<file path="config.mk">
export PLATFORM = sky130hd
export DESIGN_NAME = updn_dualclk_counter
export DESIGN_NICKNAME = d
export VERILOG_FILES = /design/src/rtl/updn_cnt_pkg.sv /design/src/rtl/updn_edge_sync.sv /design/src/rtl/updn_step_ctrl.sv /design/src/rtl/updn_count_reg.sv /design/src/rtl/updn_term_count.sv /design/src/rtl/updn_dualclk_counter.sv
export SDC_FILE = /design/constraint.sdc
export NUM_CORES = 1
export LEC_CHECK = 0
export BUFFER_PORTS_ARGS = -buffer_cell sky130_fd_sc_hd__buf_2
export CORE_UTILIZATION = 35
export CTS_BUF_LIST = sky130_fd_sc_hd__clkbuf_2
export DETAILED_ROUTE_END_ITERATION = 10
export MAX_ROUTING_LAYER = met4
export SLEW_MARGIN = 20
export SYNTH_ARGS = -nofsm -noshare
export SYNTH_HDL_FRONTEND = slang
export SYNTH_SLANG_ARGS = --single-unit
</file>
<file path="constraint.sdc">
create_clock -name clk -period 2.2 [get_ports clk]
set_input_delay 0 -clock clk [delete_from_list [all_inputs] [get_ports clk]]
set_output_delay 0 -clock clk [all_outputs]
set_load 0.02 [all_outputs]
</file>
<file path="src/rtl/updn_cnt_pkg.sv">
// Package: updn_cnt_pkg
// Shared types for the dual-clock up/down counter.
// Assumes: nothing beyond IEEE 1800-2017.
package updn_cnt_pkg;

    // Action the count register takes in one system cycle.
    typedef enum logic [2:0] {
        STEP_HOLD  = 3'd0,
        STEP_INC   = 3'd1,
        STEP_DEC   = 3'd2,
        STEP_LOAD  = 3'd3,
        STEP_CLEAR = 3'd4
    } step_e;

endpackage

</file>
<file path="src/rtl/updn_edge_sync.sv">
// Module: updn_edge_sync
// Brings one slow strobe into the system clock domain through a flop chain
// of STAGES flops. It reports the synchronized level, the level one cycle
// earlier, and a one-cycle pulse on each low-to-high change.
// Assumes: STAGES >= 2. The strobe idles high, so the flops reset to one
// and no false edge appears when reset is released.
module updn_edge_sync #(
    parameter int STAGES = 2
) (
    input  logic clk,
    input  logic rst_n,
    input  logic strobe_i,
    output logic level_o,
    output logic prev_o,
    output logic rise_o
);

    logic [STAGES-1:0] chain_q;
    logic              prev_q;

    // Shift the raw strobe through the synchronizer chain.
    generate
        for (genvar i = 0; i < STAGES; i++) begin : g_stage
            if (i == 0) begin : g_first
                always_ff @(posedge clk) begin
                    if (!rst_n) chain_q[0] <= 1'b1;
                    else        chain_q[0] <= strobe_i;
                end
            end else begin : g_next
                always_ff @(posedge clk) begin
                    if (!rst_n) chain_q[i] <= 1'b1;
                    else        chain_q[i] <= chain_q[i-1];
                end
            end
        end
    endgenerate

    // Keep the previous synchronized level for edge detection.
    always_ff @(posedge clk) begin
        if (!rst_n) prev_q <= 1'b1;
        else        prev_q <= chain_q[STAGES-1];
    end

    // Report the level and a registered-low-then-high edge.
    always_comb begin
        level_o = chain_q[STAGES-1];
        prev_o  = prev_q;
        rise_o  = chain_q[STAGES-1] & ~prev_q;
    end

    AST_RISE_ONE_CYCLE: assert property (@(posedge clk) disable iff (!rst_n)
        rise_o |=> !rise_o);

endmodule

</file>
<file path="src/rtl/updn_step_ctrl.sv">
// Module: updn_step_ctrl
// Decides what the count register does this cycle. Clear wins over load,
// and load wins over counting. A count step needs the opposite strobe to be
// high both in the previous cycle and in this one.
// Assumes: edge and level inputs come from updn_edge_sync instances.
module updn_step_ctrl
    import updn_cnt_pkg::*;
(
    input  logic  clk,
    input  logic  rst_n,
    input  logic  clear_i,
    input  logic  load_n_i,
    input  logic  up_rise_i,
    input  logic  up_level_i,
    input  logic  up_prev_i,
    input  logic  dn_rise_i,
    input  logic  dn_level_i,
    input  logic  dn_prev_i,
    output step_e step_o
);

    logic up_ok;
    logic dn_ok;

    // Qualify each edge by the other strobe being held high.
    always_comb begin
        up_ok = up_rise_i & dn_level_i & dn_prev_i;
        dn_ok = dn_rise_i & up_level_i & up_prev_i;
    end

    // Pick the action, highest priority first.
    always_comb begin
        if (clear_i)        step_o = STEP_CLEAR;
        else if (!load_n_i) step_o = STEP_LOAD;
        else if (up_ok)     step_o = STEP_INC;
        else if (dn_ok)     step_o = STEP_DEC;
        else                step_o = STEP_HOLD;
    end

    AST_BOTH_RISE_HOLD: assert property (@(posedge clk) disable iff (!rst_n)
        (up_rise_i && dn_rise_i) |-> (step_o != STEP_INC && step_o != STEP_DEC));
    AST_FORCE_BLOCKS_COUNT: assert property (@(posedge clk) disable iff (!rst_n)
        (clear_i || !load_n_i) |-> (step_o != STEP_INC && step_o != STEP_DEC));
    AST_INC_NEEDS_DN_HIGH: assert property (@(posedge clk) disable iff (!rst_n)
        (step_o == STEP_INC) |-> (dn_level_i && up_level_i));
    AST_DEC_NEEDS_UP_HIGH: assert property (@(posedge clk) disable iff (!rst_n)
        (step_o == STEP_DEC) |-> (up_level_i && dn_level_i));

endmodule

</file>
<file path="src/rtl/updn_count_reg.sv">
// Module: updn_count_reg
// Holds the W-bit count and applies the chosen action on each system edge.
// The visible count overrides the register at once while clear or load is
// active, which models the level-sensitive load and clear.
// Assumes: the step input already carries the priority order.
module updn_count_reg
    import updn_cnt_pkg::*;
#(
    parameter int W = 4
) (
    input  logic         clk,
    input  logic         rst_n,
    input  step_e        step_i,
    input  logic         clear_i,
    input  logic         load_n_i,
    input  logic [W-1:0] preset_i,
    output logic [W-1:0] count_q_o,
    output logic [W-1:0] view_o
);

    localparam logic [W-1:0] ONE = W'(1);

    logic [W-1:0] count_q;

    // Update the stored count from the selected action.
    always_ff @(posedge clk) begin
        if (!rst_n) begin
            count_q <= '0;
        end else begin
            case (step_i)
                STEP_CLEAR: count_q <= '0;
                STEP_LOAD:  count_q <= preset_i;
                STEP_INC:   count_q <= count_q + ONE;
                STEP_DEC:   count_q <= count_q - ONE;
                default:    count_q <= count_q;
            endcase
        end
    end

    // Present the count, with clear and load showing through at once.
    always_comb begin
        count_q_o = count_q;
        if (clear_i)        view_o = '0;
        else if (!load_n_i) view_o = preset_i;
        else                view_o = count_q;
    end

    AST_CLEAR_ZEROES: assert property (@(posedge clk) disable iff (!rst_n)
        clear_i |=> (count_q == '0));
    AST_LOAD_CAPTURES: assert property (@(posedge clk) disable iff (!rst_n)
        (!load_n_i && !clear_i) |=> (count_q == $past(preset_i)));
    AST_SINGLE_STEP: assert property (@(posedge clk) disable iff (!rst_n)
        (load_n_i && !clear_i) |=> (count_q == $past(count_q) ||
                                    count_q == $past(count_q) + ONE ||
                                    count_q == $past(count_q) - ONE));

endmodule

</file>
<file path="src/rtl/updn_term_count.sv">
// Module: updn_term_count
// Drives the active-low ripple carry and borrow. Each one is low while the
// count sits at the matching end of its range and the matching
// synchronized strobe is low.
// Assumes: the level inputs are the synchronized strobes.
module updn_term_count #(
    parameter int W = 4
) (
    input  logic         clk,
    input  logic         rst_n,
    input  logic [W-1:0] count_i,
    input  logic         up_level_i,
    input  logic         dn_level_i,
    output logic         carry_n_o,
    output logic         borrow_n_o
);

    localparam logic [W-1:0] TOP = {W{1'b1}};

    // Gate each end-of-range flag with the low phase of its strobe.
    always_comb begin
        carry_n_o  = ~((count_i == TOP) & ~up_level_i);
        borrow_n_o = ~((count_i == '0)  & ~dn_level_i);
    end

    AST_CARRY_AT_TOP: assert property (@(posedge clk) disable iff (!rst_n)
        !carry_n_o |-> (count_i == TOP));
    AST_BORROW_AT_ZERO: assert property (@(posedge clk) disable iff (!rst_n)
        !borrow_n_o |-> (count_i == '0));

endmodule

</file>
<file path="src/rtl/updn_dualclk_counter.sv">
// Module: updn_dualclk_counter
// Top of the dual-strobe presettable up/down counter. Synchronizes both
// count strobes, chooses an action, holds the count and drives the ripple
// carry and borrow used for cascading.
// Assumes: the strobes are slower than the system clock by several cycles
// per phase. The reset is synchronous and active low.
module updn_dualclk_counter
    import updn_cnt_pkg::*;
#(
    parameter int W         = 4,
    parameter int SYNC_FLOPS = 2
) (
    input  logic         clk,
    input  logic         rst_n,
    input  logic         up_clk_i,
    input  logic         dn_clk_i,
    input  logic         load_n_i,
    input  logic         clear_i,
    input  logic [W-1:0] preset_i,
    output logic [W-1:0] count_o,
    output logic         carry_n_o,
    output logic         borrow_n_o
);

    logic         up_level, up_prev, up_rise;
    logic         dn_level, dn_prev, dn_rise;
    step_e        step;
    logic [W-1:0] count_q;
    logic [W-1:0] view;

    updn_edge_sync #(.STAGES(SYNC_FLOPS)) u_up_sync (
        .clk      (clk),
        .rst_n    (rst_n),
        .strobe_i (up_clk_i),
        .level_o  (up_level),
        .prev_o   (up_prev),
        .rise_o   (up_rise)
    );

    updn_edge_sync #(.STAGES(SYNC_FLOPS)) u_dn_sync (
        .clk      (clk),
        .rst_n    (rst_n),
        .strobe_i (dn_clk_i),
        .level_o  (dn_level),
        .prev_o   (dn_prev),
        .rise_o   (dn_rise)
    );

    updn_step_ctrl u_ctrl (
        .clk        (clk),
        .rst_n      (rst_n),
        .clear_i    (clear_i),
        .load_n_i   (load_n_i),
        .up_rise_i  (up_rise),
        .up_level_i (up_level),
        .up_prev_i  (up_prev),
        .dn_rise_i  (dn_rise),
        .dn_level_i (dn_level),
        .dn_prev_i  (dn_prev),
        .step_o     (step)
    );

    updn_count_reg #(.W(W)) u_reg (
        .clk       (clk),
        .rst_n     (rst_n),
        .step_i    (step),
        .clear_i   (clear_i),
        .load_n_i  (load_n_i),
        .preset_i  (preset_i),
        .count_q_o (count_q),
        .view_o    (view)
    );

    updn_term_count #(.W(W)) u_term (
        .clk        (clk),
        .rst_n      (rst_n),
        .count_i    (view),
        .up_level_i (up_level),
        .dn_level_i (dn_level),
        .carry_n_o  (carry_n_o),
        .borrow_n_o (borrow_n_o)
    );

    // Drive the visible count.
    always_comb count_o = view;

    AST_CLEAR_OUTPUT_ZERO: assert property (@(posedge clk) disable iff (!rst_n)
        clear_i |-> (count_o == '0));
    AST_STORED_MATCHES_VIEW: assert property (@(posedge clk) disable iff (!rst_n)
        (load_n_i && !clear_i) |-> (count_o == count_q));

endmodule

</file>
Yosys cells after proc, flatten, opt, wreduce, memory -nomap -nowiden

Cells that the tools add are included.

Register bits after elaboration: 10
Bits of input ports: 10
Word-level logic and storage cells: 37
Latch bits: 0
Memories: 0
Memory bits (writable): 0
Memory bits (read-only): 0

Shift operators: 0
Muxes and demuxes: 7
Multiply operators: 0
$lt $le $gt $ge: 0
Reduce and logical (&&, ||, !) cells: 2
Bitwise gates (word level): 14
Divide/modulo/power cells: 0
$add $sub $neg: 2
Eq/ne operators: 5

Operators with widths:

| kind                                             | count |
|---|---|
| case mux 4 bit (4 select lines)                  | 1 |
| two-way mux 3 bit                                | 3 |
| bitwise AND 1 bit                                | 8 |
| two-way mux 4 bit                                | 2 |
| == test 3 x 2 -> 1 bit, second input constant    | 2 |
| inverter 1 bit                                   | 6 |
| adder 4 x 1 -> 4 bit, second input constant      | 1 |
| == test 4 bit, second input constant             | 1 |
| logical NOT 4 bit                                | 1 |
| nonzero test 4 bit                               | 1 |
| subtractor 4 x 1 -> 4 bit, second input constant | 1 |
| == test 3 x 1 -> 1 bit, second input constant    | 1 |
| == test 3 bit, second input constant             | 1 |
| two-way mux 2 bit                                | 1 |

Logic depth before layout (Yosys ltp)

Gate-level depths: netlist of the first run.

Depth in word-level cells: 10
Depth in mapped cells: 8

Modules after synthesis

From an unflattened synthesis of the first run, not the netlist that was laid out.

Cells, all modules: 80
Area total of the unflattened synthesis: 718.2 sq um

By module, submodules not included:

| module          | cells each | times used | area an instance (sq um) |
|---|---|---|---|
| updn_count_reg  | 56         | 1          | 471.7 |
| updn_edge_sync  | 7          | 2          | 92.6 |
| updn_step_ctrl  | 5          | 1          | 36.3 |
| updn_term_count | 5          | 1          | 25.0 |

Least setup slack after synthesis of the first run

No wires, ideal clock.

Path type: flip-flop to flip-flop
Start: register u_dn_sync.chain_q[1] (netlist: u_dn_sync.level_o)
End: register u_reg.count_q[3] (netlist: u_reg.count_q_o[3])
Path buffers: 0
Setup slack: -0.029 ns
Cell stages (with the launch flop): 8
Library setup time: 0.127 ns
Required time: 2.073 ns
Data arrival time: 2.102 ns
Cell sequence: dfxtp_1 nand3_1 nor3_1 ha_1 and3_4 or3_1 and3_1 or3_1

Cells in the longest elaborated chain, start to end: 9
Elaborated cells between the ends (all ways): 15

RTL lines:

| item                                                                  | line                 | source |
|---|---|---|
| start: declaration                                                    | updn_edge_sync.sv:18 | `logic [STAGES-1:0] chain_q;` |
| start signal: indexed assignment                                      | updn_edge_sync.sv:32 | `else chain_q[i] <= chain_q[i-1];` |
| bitwise AND 1 bit                                                     | updn_edge_sync.sv:48 | `rise_o = chain_q[STAGES-1] & ~prev_q;` |
| bitwise AND 1 bit (2 in a row)                                        | updn_step_ctrl.sv:28 | `dn_ok = dn_rise_i & up_level_i & up_prev_i;` |
| two-way mux 2 bit                                                     | updn_step_ctrl.sv:36 | `else if (dn_ok) step_o = STEP_DEC;` |
| two-way mux 3 bit (*)                                                 | updn_step_ctrl.sv:35 | `else if (up_ok) step_o = STEP_INC;` |
| two-way mux 3 bit (*)                                                 | updn_step_ctrl.sv:34 | `else if (!load_n_i) step_o = STEP_LOAD;` |
| two-way mux 3 bit (*)                                                 | updn_step_ctrl.sv:33 | `if (clear_i) step_o = STEP_CLEAR;` |
| == test 3 x 2 -> 1 bit, or another cell as far along                  | updn_count_reg.sv:30 | `case (step_i)` |
| case mux 4 bit (4 select lines) or nonzero test 4 bit (tied branches) | --                   |  |
| end signal: assignment                                                | updn_count_reg.sv:32 | `STEP_LOAD: count_q <= preset_i;` |
| end signal: assignment                                                | updn_count_reg.sv:33 | `STEP_INC: count_q <= count_q + ONE;` |
| end signal: assignment                                                | updn_count_reg.sv:34 | `STEP_DEC: count_q <= count_q - ONE;` |
| end: declaration                                                      | updn_count_reg.sv:23 | `logic [W-1:0] count_q;` |

Every way passes the cells marked *; elsewhere a longest branch is shown, timed or not.
A chain may end at the register's enable or synchronous reset.

Worst setup path after layout of the first run

Ends and elaborated chain as after synthesis.

==> load_flow_metrics.sql, run 1 <==
INSERT INTO impl_metrics (metric_group, metric, value, unit) VALUES
('place', 'globalplace.congestion', '0.7505', ''),
('worst_setup_path', 'timing.reg2reg.worst_path_depth', '7', ''),
('timing', 'layout_setup_ws', '0.07596', 'ns'),
('run_status', 'run_status', 'finished clean', ''),
('die', 'core-area', '1489', 'sq um'),
('route', 'detail-route-antenna-nets', '0', ''),
('clock_network', 'ctsRootBufferMaster', 'clkbuf_2', ''),
('worst_hold_path', 'worst_hold_path_type', 'input port to register', ''),
('worst_setup_path', 'worstSetupEndpointType', 'register', ''),
('clock_network', 'tritoncts.num_buffers', '3', ''),
('timing', 'setup_viol', '0', ''),
('route', 'number_of_design_rule_violations_left_after_detail_routing', '0', ''),
('route', 'finalWirelength', '1.428', 'mm'),
('logic_synthesis', 'synth.yosys.seq_area_share', '35.87', '%'),
('worst_setup_path', 'r2r_start', 'u_dn_sync.level_o$_SDFF_PN1_', ''),
('die', 'floorplan.io_pins', '16', ''),
('grt', 'grt_start_max_net_pins', '11', ''),
('route', 'wl_per_cell', '13.35', 'um'),
('cells_and_area', 'diodes', '0', ''),
('logic_synthesis', 'post_synth_instance_area', '558.0', 'sq um'),
('grt', 'grt_first_pass_wirelength', '2.325', 'mm'),
('timing', 'layout_min_cycle_time', '2.124', 'ns'),
('worst_setup_path', 'timing.rr.end', 'u_reg.count_q_o[3]$_SDFFE_PN0P_', ''),
('worst_setup_path', 'worst-endpoint-arrival', '2.35', 'ns'),
('timing', 'maxSlewHeadroom', '77.14', '%'),
('clock_network', 'clock_latency', '0.27', 'ns'),
('die', 'floorplan.die.height', '41.93', 'um'),
('logic_synthesis', 'avgSynthCellArea', '8.858', 'sq um'),
('die', 'start_util', '37.48', '%'),
('power_and_ir_drop', 'power.ir.vdd_worst', '0.2623', 'mV'),
('logic_synthesis', 'synth_cell_types', '28', ''),
('power_and_ir_drop', 'design_power_total', '0.3831', 'mW'),
('timing', 'count_of_pins_over_their_slew_limit', '0', ''),
('worst_setup_path', 'endpoint', 'u_reg.count_q_o[3]$_SDFFE_PN0P_', ''),
('die', 'floorplan.die_area', '1758', 'sq um'),
('grt', 'grt_antenna_before_repair', '0', ''),
('clock_network', 'clock_sink_count', '10', ''),
('cells_and_area', 'areaGrowthSynthToFinish', '40.36', '%'),
('timing', 'final-hold-violation-count', '0', ''),
('clock_network', 'clock_tree_buffer_depth', '2', ''),
('logic_synthesis', 'cells_after_synthesis', '63', ''),
('die', 'die_w', '41.93', 'um'),
('route', 'detailroute.via_count', '573', ''),
('logic_synthesis', 'number_of_warnings_issued_by_yosys', '0', ''),
('place', 'pre_cts_slack', '0.001481', 'ns'),
('grt', 'grt_pass1_vias', '536', ''),
('logic_synthesis', 'ys_seq_elements', '10', ''),
('place', 'dp_hpwl', '959.3', 'um'),
('worst_setup_path', 'critical_path.max_fanout', '4', ''),
('route', 'drt-initial-drc-count', '32', ''),
('grt', 'leftover_overflow_at_the_end_of_global_routing', '0', ''),
('cells_and_area', 'design.final.nets', '105', ''),
('power_and_ir_drop', 'cellLeakagePower', '0.3612', 'nW'),
('timing', 'worst_pin_slew', '0.3343', 'ns'),
('worst_setup_path', 'critical_path.startpoint_type', 'register', ''),
('worst_setup_path', 'critPathRequiredTime', '2.43', 'ns'),
('worst_setup_path', 'setup.reg_to_reg.worst_slack', '0.08', 'ns'),
('route', 'detail_route.vias_per_cell', '5.355', ''),
('worst_setup_path', 'crit_start', 'u_dn_sync.level_o$_SDFF_PN1_', ''),
('clock_network', 'cts_htree_levels', '1', ''),
('timing', 'final_min_period_over_clock_period', '96.55', '%'),
('power_and_ir_drop', 'power_density', '489.1', 'nW/um^2'),
('grt', 'grtUsageTotal', '18.11', '%'),
('clock_network', 'cts_tree', 'built', ''),
('cells_and_area', 'post_route_cells_drive_above_1_share', '34.07', '%'),
('timing', 'clock-skew-final', '0.009622', 'ns'),
('worst_setup_path', 'critPathKind', 'register to register', ''),
('run', 'drv.max_cap_violation_count', '0', ''),
('logic_synthesis', 'synth.net_count', '76', ''),
('route', 'detailedRoute.firstPassIterationCount', '5', ''),
('clock_network', 'clk_pin_slew', '0.13', 'ns'),
('timing', 'fmax', '470.8', 'MHz'),
('place', 'port-buffer-count', '15', ''),
('die', 'fp-row-count', '14', '');
synthesized netlist by cell type:
cell	count	share of area, %
nand3_1	1	0.90
or4_1	1	1.3
nor2b_1	2	2.2
inv_1	2	1.3
a21oi_1	5	4.5
or2_2	1	1.1
o21ai_0	1	0.90
a2111oi_0	1	1.6
fa_1	1	3.6
ha_1	2	4.5
buf_2	1	0.90
nor2_1	3	2.0
or3_1	3	3.4
nor4_1	1	1.1
nor3_1	1	0.90
o21a_1	1	1.3
dfxtp_1	10	36
nand4_1	1	1.1
a21o_2	1	1.6
o211ai_1	1	1.3
and3_1	1	1.1
o22ai_1	3	3.4
nand2_1	3	2.0
xnor2_1	2	3.1
mux2i_1	3	5.4
a21boi_0	1	1.3
nand2b_1	9	10
and3_4	1	2.0
worst min path at each step:
stage,from,end,slack (ns),cells past startpoint
2_1_floorplan,rst_n,u_dn_sync.level_o$_SDFF_PN1_,0.07,1
5_1_grt,preset_i[3],u_reg.count_q_o[3]$_SDFFE_PN0P_,0.13,4
4_1_cts,preset_i[3],u_reg.count_q_o[3]$_SDFFE_PN0P_,0.12,4
3_5_place_dp,up_clk_i,u_up_sync.chain_q[0]$_SDFF_PN1_,0.19,2
3_3_place_gp,up_clk_i,u_up_sync.chain_q[0]$_SDFF_PN1_,0.18,2
6_report,preset_i[3],u_reg.count_q_o[3]$_SDFFE_PN0P_,0.13,4
area by class of cell:
| cell class | count | area [sq um] |
|---|---|---|
| clock inverter | 1 | 3.754 |
| multi-input combinational | 50 | 371.6 |
| tap | 16 | 20.02 |
| timing repair buffer | 25 | 162.7 |
| fill | 134 | 705.7 |
| inverter | 2 | 7.507 |
| clock buffer | 3 | 15.01 |
| sequential | 10 | 202.7 |
state kept, by name (all words and copies together) (netlist names):
name               flops
u_dn_sync.chain_q      1
u_dn_sync.level_o      1
u_dn_sync.prev_o       1
u_reg.count_q_o        4
u_up_sync.chain_q      1
u_up_sync.level_o      1
u_up_sync.prev_o       1
where the power goes:
| part | switching [mW] | internal (mW) |
|---|---|---|
| clock | 0.0746 | 0.0395 |
| sequential | 0.00634 | 0.188 |
| combinational | 0.0381 | 0.0362 |
| total | 0.119 | 0.264 |
layer usage:
metal	share of wire, %	GRT usage [%]	vias to the layer above	wire length (um)
li1	-	-	282	-
met1	44	23.22	262	624
met2	48	27.19	27	690
met3	6.9	3.043	2	98
met5	0	-	-	0
met4	0.98	9.677	0	14
cell usage in the layout, fill, tap and decap left out, drive strengths merged, types with 2 or more instances in the layout:
master | netlist | final
inv | 2 | 2
xnor2 | 2 | 2
nor2b | 2 | 2
buf | 1 | 20
clkbuf | 0 | 3
mux2i | 3 | 3
nor2 | 3 | 3
o22ai | 3 | 3
ha | 2 | 2
or3 | 3 | 3
a21oi | 5 | 5
and3 | 2 | 2
dlygate4sd3 | 0 | 5
nand2 | 3 | 3
dfxtp | 10 | 10
nand2b | 9 | 9
metrics by stage:
stage	hold slack (ns)	cells	TNS, ns	instance area (sq um)	utilization [%]
CTS	0.1177	105	0	744.5	50.00
floorplan	0.07304	63	0	563.0	-
global route	0.1271	107	-0.01289	783.3	52.61
global placement	0.1815	96	0	675.6	45.38
detailed placement	0.1852	96	0	675.6	45.38
finish	0.1287	107	0	783.3	52.61
worst max-delay path: stages (launching register included):
cell and delay [ns]:
dfxtp_2 0.39, nand3_4 0.10, nor3_4 0.21, ha_1 0.29
a21o_2 0.22, or3_1 0.32, a2111oi_0 0.39, or3_1 0.16
cell families (layout without fill, tap and decap cells):
family | count (synthesis) | after routing | share of synthesized area (%)
adders and majority gates | 3 | 3 | 8.071
muxes | 3 | 3 | 5.381
AOI/OAI and AO/OA | 14 | 14 | 15.92
xor gates and xnor gates | 2 | 2 | 3.140
buffers and inverters | 3 | 31 | 2.242
and+or+nand+nor | 28 | 28 | 29.37
DFF | 10 | 10 | 35.87
repair_timing:
| action | CTS | global route |
|---|---|---|
| pin swaps | 1 | 2 |
| endpoints found under the setup margin | 1 | 1 |
| setup buffers | 0 | 2 |
| hold buffers | 5 | 0 |
| gates resized for setup | 0 | 6 |
| endpoints found under the hold margin | 6 | 0 |
Power figures use the tool's default switching activity.
==> run 2, diff against run 1 <==
--- a/config.mk
+++ b/config.mk
@@ -9,7 +9,6 @@
 export CORE_UTILIZATION = 35
 export CTS_BUF_LIST = sky130_fd_sc_hd__clkbuf_2
 export DETAILED_ROUTE_END_ITERATION = 10
-export MAX_ROUTING_LAYER = met4
 export SLEW_MARGIN = 20
 export SYNTH_ARGS = -nofsm -noshare
 export SYNTH_HDL_FRONTEND = slang
==> load_flow_metrics.sql, run 2 (same netlist as run 1, synthesis figures left out) <==
INSERT INTO impl_metrics (metric_group, metric, value, unit) VALUES
('run_status', 'run_status', 'finished clean', ''),
('cells_and_area', 'post_route_cells_drive_above_1_share', '34.07', '%'),
('worst_setup_path', 'critPathKind', 'register to register', ''),
('die', 'floorplan.die_area', '1758', 'sq um'),
('route', 'detailroute.via_count', '569', ''),
('timing', 'clock-skew-final', '0.007634', 'ns'),
('worst_setup_path', 'timing.rr.end', 'u_reg.count_q_o[3]$_SDFFE_PN0P_', ''),
('cells_and_area', 'design.final.nets', '105', ''),
('clock_network', 'tritoncts.num_buffers', '3', ''),
('die', 'core-area', '1489', 'sq um'),
('cells_and_area', 'nFillCells', '134', ''),
('timing', 'fmax', '472.5', 'MHz'),
('die', 'start_util', '37.48', '%'),
('clock_network', 'cts_htree_levels', '1', ''),
('worst_setup_path', 'worstSetupEndpointType', 'register', ''),
('grt', 'grt_first_pass_wirelength', '2.325', 'mm'),
('run', 'drv.max_cap_violation_count', '0', ''),
('route', 'number_of_design_rule_violations_left_after_detail_routing', '0', ''),
('worst_hold_path', 'min_path_cells', '4', ''),
('grt', 'grt_start_max_net_pins', '11', ''),
('timing', 'hold-worst-slack', '0.1358', 'ns'),
('die', 'fp-row-count', '14', ''),
('worst_setup_path', 'critical_path.startpoint_type', 'register', ''),
('timing', 'final_min_period_over_clock_period', '96.20', '%'),
('place', 'port-buffer-count', '15', ''),
('clock_network', 'clock_tree_buffer_depth', '2', ''),
('route', 'drt-initial-drc-count', '28', ''),
('worst_setup_path', 'r2r_start', 'u_dn_sync.level_o$_SDFF_PN1_', ''),
('grt', 'grtUsageTotal', '17.62', '%'),
('die', 'die_w', '41.93', 'um'),
('timing', 'setup-tns-final', '0', 'ns'),
('cells_and_area', 'final_cell_mix', 'buf_2 (15), nand2b_1 (9), dfxtp_1 (8)', ''),
('grt', 'leftover_overflow_at_the_end_of_global_routing', '0', ''),
('worst_hold_path', 'worst_min_delay_path_endpoint', 'u_reg.count_q_o[3]$_SDFFE_PN0P_', ''),
('cells_and_area', 'mostFrequentLayoutCell', 'buf_2', ''),
('clock_network', 'clock_latency', '0.27', 'ns'),
('route', 'detailedRoute.firstPassIterationCount', '5', ''),
('cells_and_area', 'areaGrowthSynthToFinish', '40.36', '%'),
('worst_hold_path', 'worst_hold_path_type', 'input port to register', ''),
('cells_and_area', 'diodes', '0', ''),
('timing', 'maxSlewHeadroom', '78.01', '%'),
('power_and_ir_drop', 'power_density', '488.2', 'nW/um^2'),
('clock_network', 'clk_pin_slew', '0.11', 'ns'),
('grt', 'grt_pass1_vias', '538', ''),
('place', 'pre_cts_slack', '0.001481', 'ns'),
('grt', 'grt_antenna_before_repair', '0', ''),
('clock_network', 'cts_tree', 'built', ''),
('route', 'detail-route-antenna-nets', '0', ''),
('place', 'globalplace.congestion', '0.7412', ''),
('worst_setup_path', 'setup.reg_to_reg.worst_slack', '0.08', 'ns'),
('worst_setup_path', 'timing.reg2reg.worst_path_depth', '7', ''),
('power_and_ir_drop', 'power.ir.vdd_worst', '0.2499', 'mV'),
('timing', 'count_of_pins_over_their_slew_limit', '0', ''),
('worst_hold_path', 'min_from', 'preset_i[3]', ''),
('worst_setup_path', 'critical_path.max_fanout', '4', ''),
('clock_network', 'ctsRootBufferMaster', 'clkbuf_2', ''),
('timing', 'setup_viol', '0', ''),
('timing', 'worst_pin_slew', '0.3216', 'ns'),
('route', 'wl_per_cell', '13.06', 'um'),
('worst_setup_path', 'critPathRequiredTime', '2.36', 'ns'),
('route', 'finalWirelength', '1.397', 'mm'),
('die', 'floorplan.die.height', '41.93', 'um'),
('worst_setup_path', 'worst-endpoint-arrival', '2.27', 'ns'),
('timing', 'layout_setup_ws', '0.08367', 'ns'),
('route', 'detail_route.vias_per_cell', '5.318', ''),
('power_and_ir_drop', 'cellLeakagePower', '0.3612', 'nW'),
('die', 'floorplan.io_pins', '16', ''),
('timing', 'final-hold-violation-count', '0', ''),
('clock_network', 'clock_sink_count', '10', ''),
('cells_and_area', 'largest_register_ffs', '4', ''),
('place', 'dp_hpwl', '959.3', 'um'),
('timing', 'layout_min_cycle_time', '2.116', 'ns');
-- run 2: cell counts in the layout (fill, tap and decap cells not counted) --
Identical to the previous run, type by type.
-- run 2: how the worst max path moves through the flow --
stage	start	endpoint	slack, ns	cells after the start
2_1_floorplan	u_dn_sync.level_o$_SDFF_PN1_	u_reg.count_q_o[3]$_SDFFE_PN0P_	0.07	7
3_3_place_gp	u_dn_sync.level_o$_SDFF_PN1_	u_reg.count_q_o[3]$_SDFFE_PN0P_	0.04	7
3_5_place_dp	u_up_sync.level_o$_SDFF_PN1_	u_reg.count_q_o[3]$_SDFFE_PN0P_	0.001	7
4_1_cts	u_dn_sync.prev_o$_SDFF_PN1_	u_reg.count_q_o[3]$_SDFFE_PN0P_	0.02	8
5_1_grt	u_dn_sync.level_o$_SDFF_PN1_	u_reg.count_q_o[3]$_SDFFE_PN0P_	-0.01	7
6_report	u_dn_sync.level_o$_SDFF_PN1_	u_reg.count_q_o[3]$_SDFFE_PN0P_	0.08	7
-- run 2: stage by stage --
| step | util (%) | instance area [sq um] | instances | power (mW) |
|---|---|---|---|---|
| 2_1_floorplan | - | 563.0 | 63 | 0.2331 |
| 3_3_place_gp | 45.38 | 675.6 | 96 | 0.2580 |
| 3_5_place_dp | 45.38 | 675.6 | 96 | 0.2588 |
| 4_1_cts | 50.00 | 744.5 | 105 | 0.3765 |
| 5_1_grt | 52.61 | 783.3 | 107 | 0.4018 |
| 6_report | 52.61 | 783.3 | 107 | 0.3824 |
-- run 2: critical path, cell delays in order, from the launching register on --
cell	delay (ns)
dfxtp_2	0.39
nand3_4	0.10
nor3_4	0.21
ha_1	0.29
a21o_2	0.22
or3_1	0.32
and3_1	0.17
or3_1	0.33
-- run 2: metal layers --
| metal | share of wire, % | GRT usage (%) |
|---|---|---|
| met2 | 49 | 27.19 |
| met5 | 0 | 0 |
| met3 | 8.2 | 3.043 |
| met1 | 42 | 23.22 |
| met4 | 1.0 | 9.677 |
-- run 2: area by class of cell --
type	count	area, sq um	share of cell area [%]
flip-flops and latches	10	202.7	25.88
clock inverters	1	3.754	0.4792
inverters	2	7.507	0.9585
well taps	16	20.02	2.556
multi-input cells	50	371.6	47.44
clock buffers	3	15.01	1.917
repair buffers	25	162.7	20.77
-- run 2: timing repair --
action                                 4_1_cts  5_1_grt
gates resized for setup                      0        6
buffers inserted                             0        2
hold buffers                                 5        0
setup endpoints to repair                    1        1
pin swaps                                    1        2
endpoints found under the hold margin        6        0
-- run 2: power by group --
group / switching, mW / leakage (nW) / total, mW / internal, mW
registers: 0.00631 / 0.0814 / 0.195 / 0.188
logic: 0.0376 / 0.266 / 0.0738 / 0.0362
clock network: 0.0744 / 0.0140 / 0.114 / 0.0395
total: 0.118 / 0.361 / 0.382 / 0.264
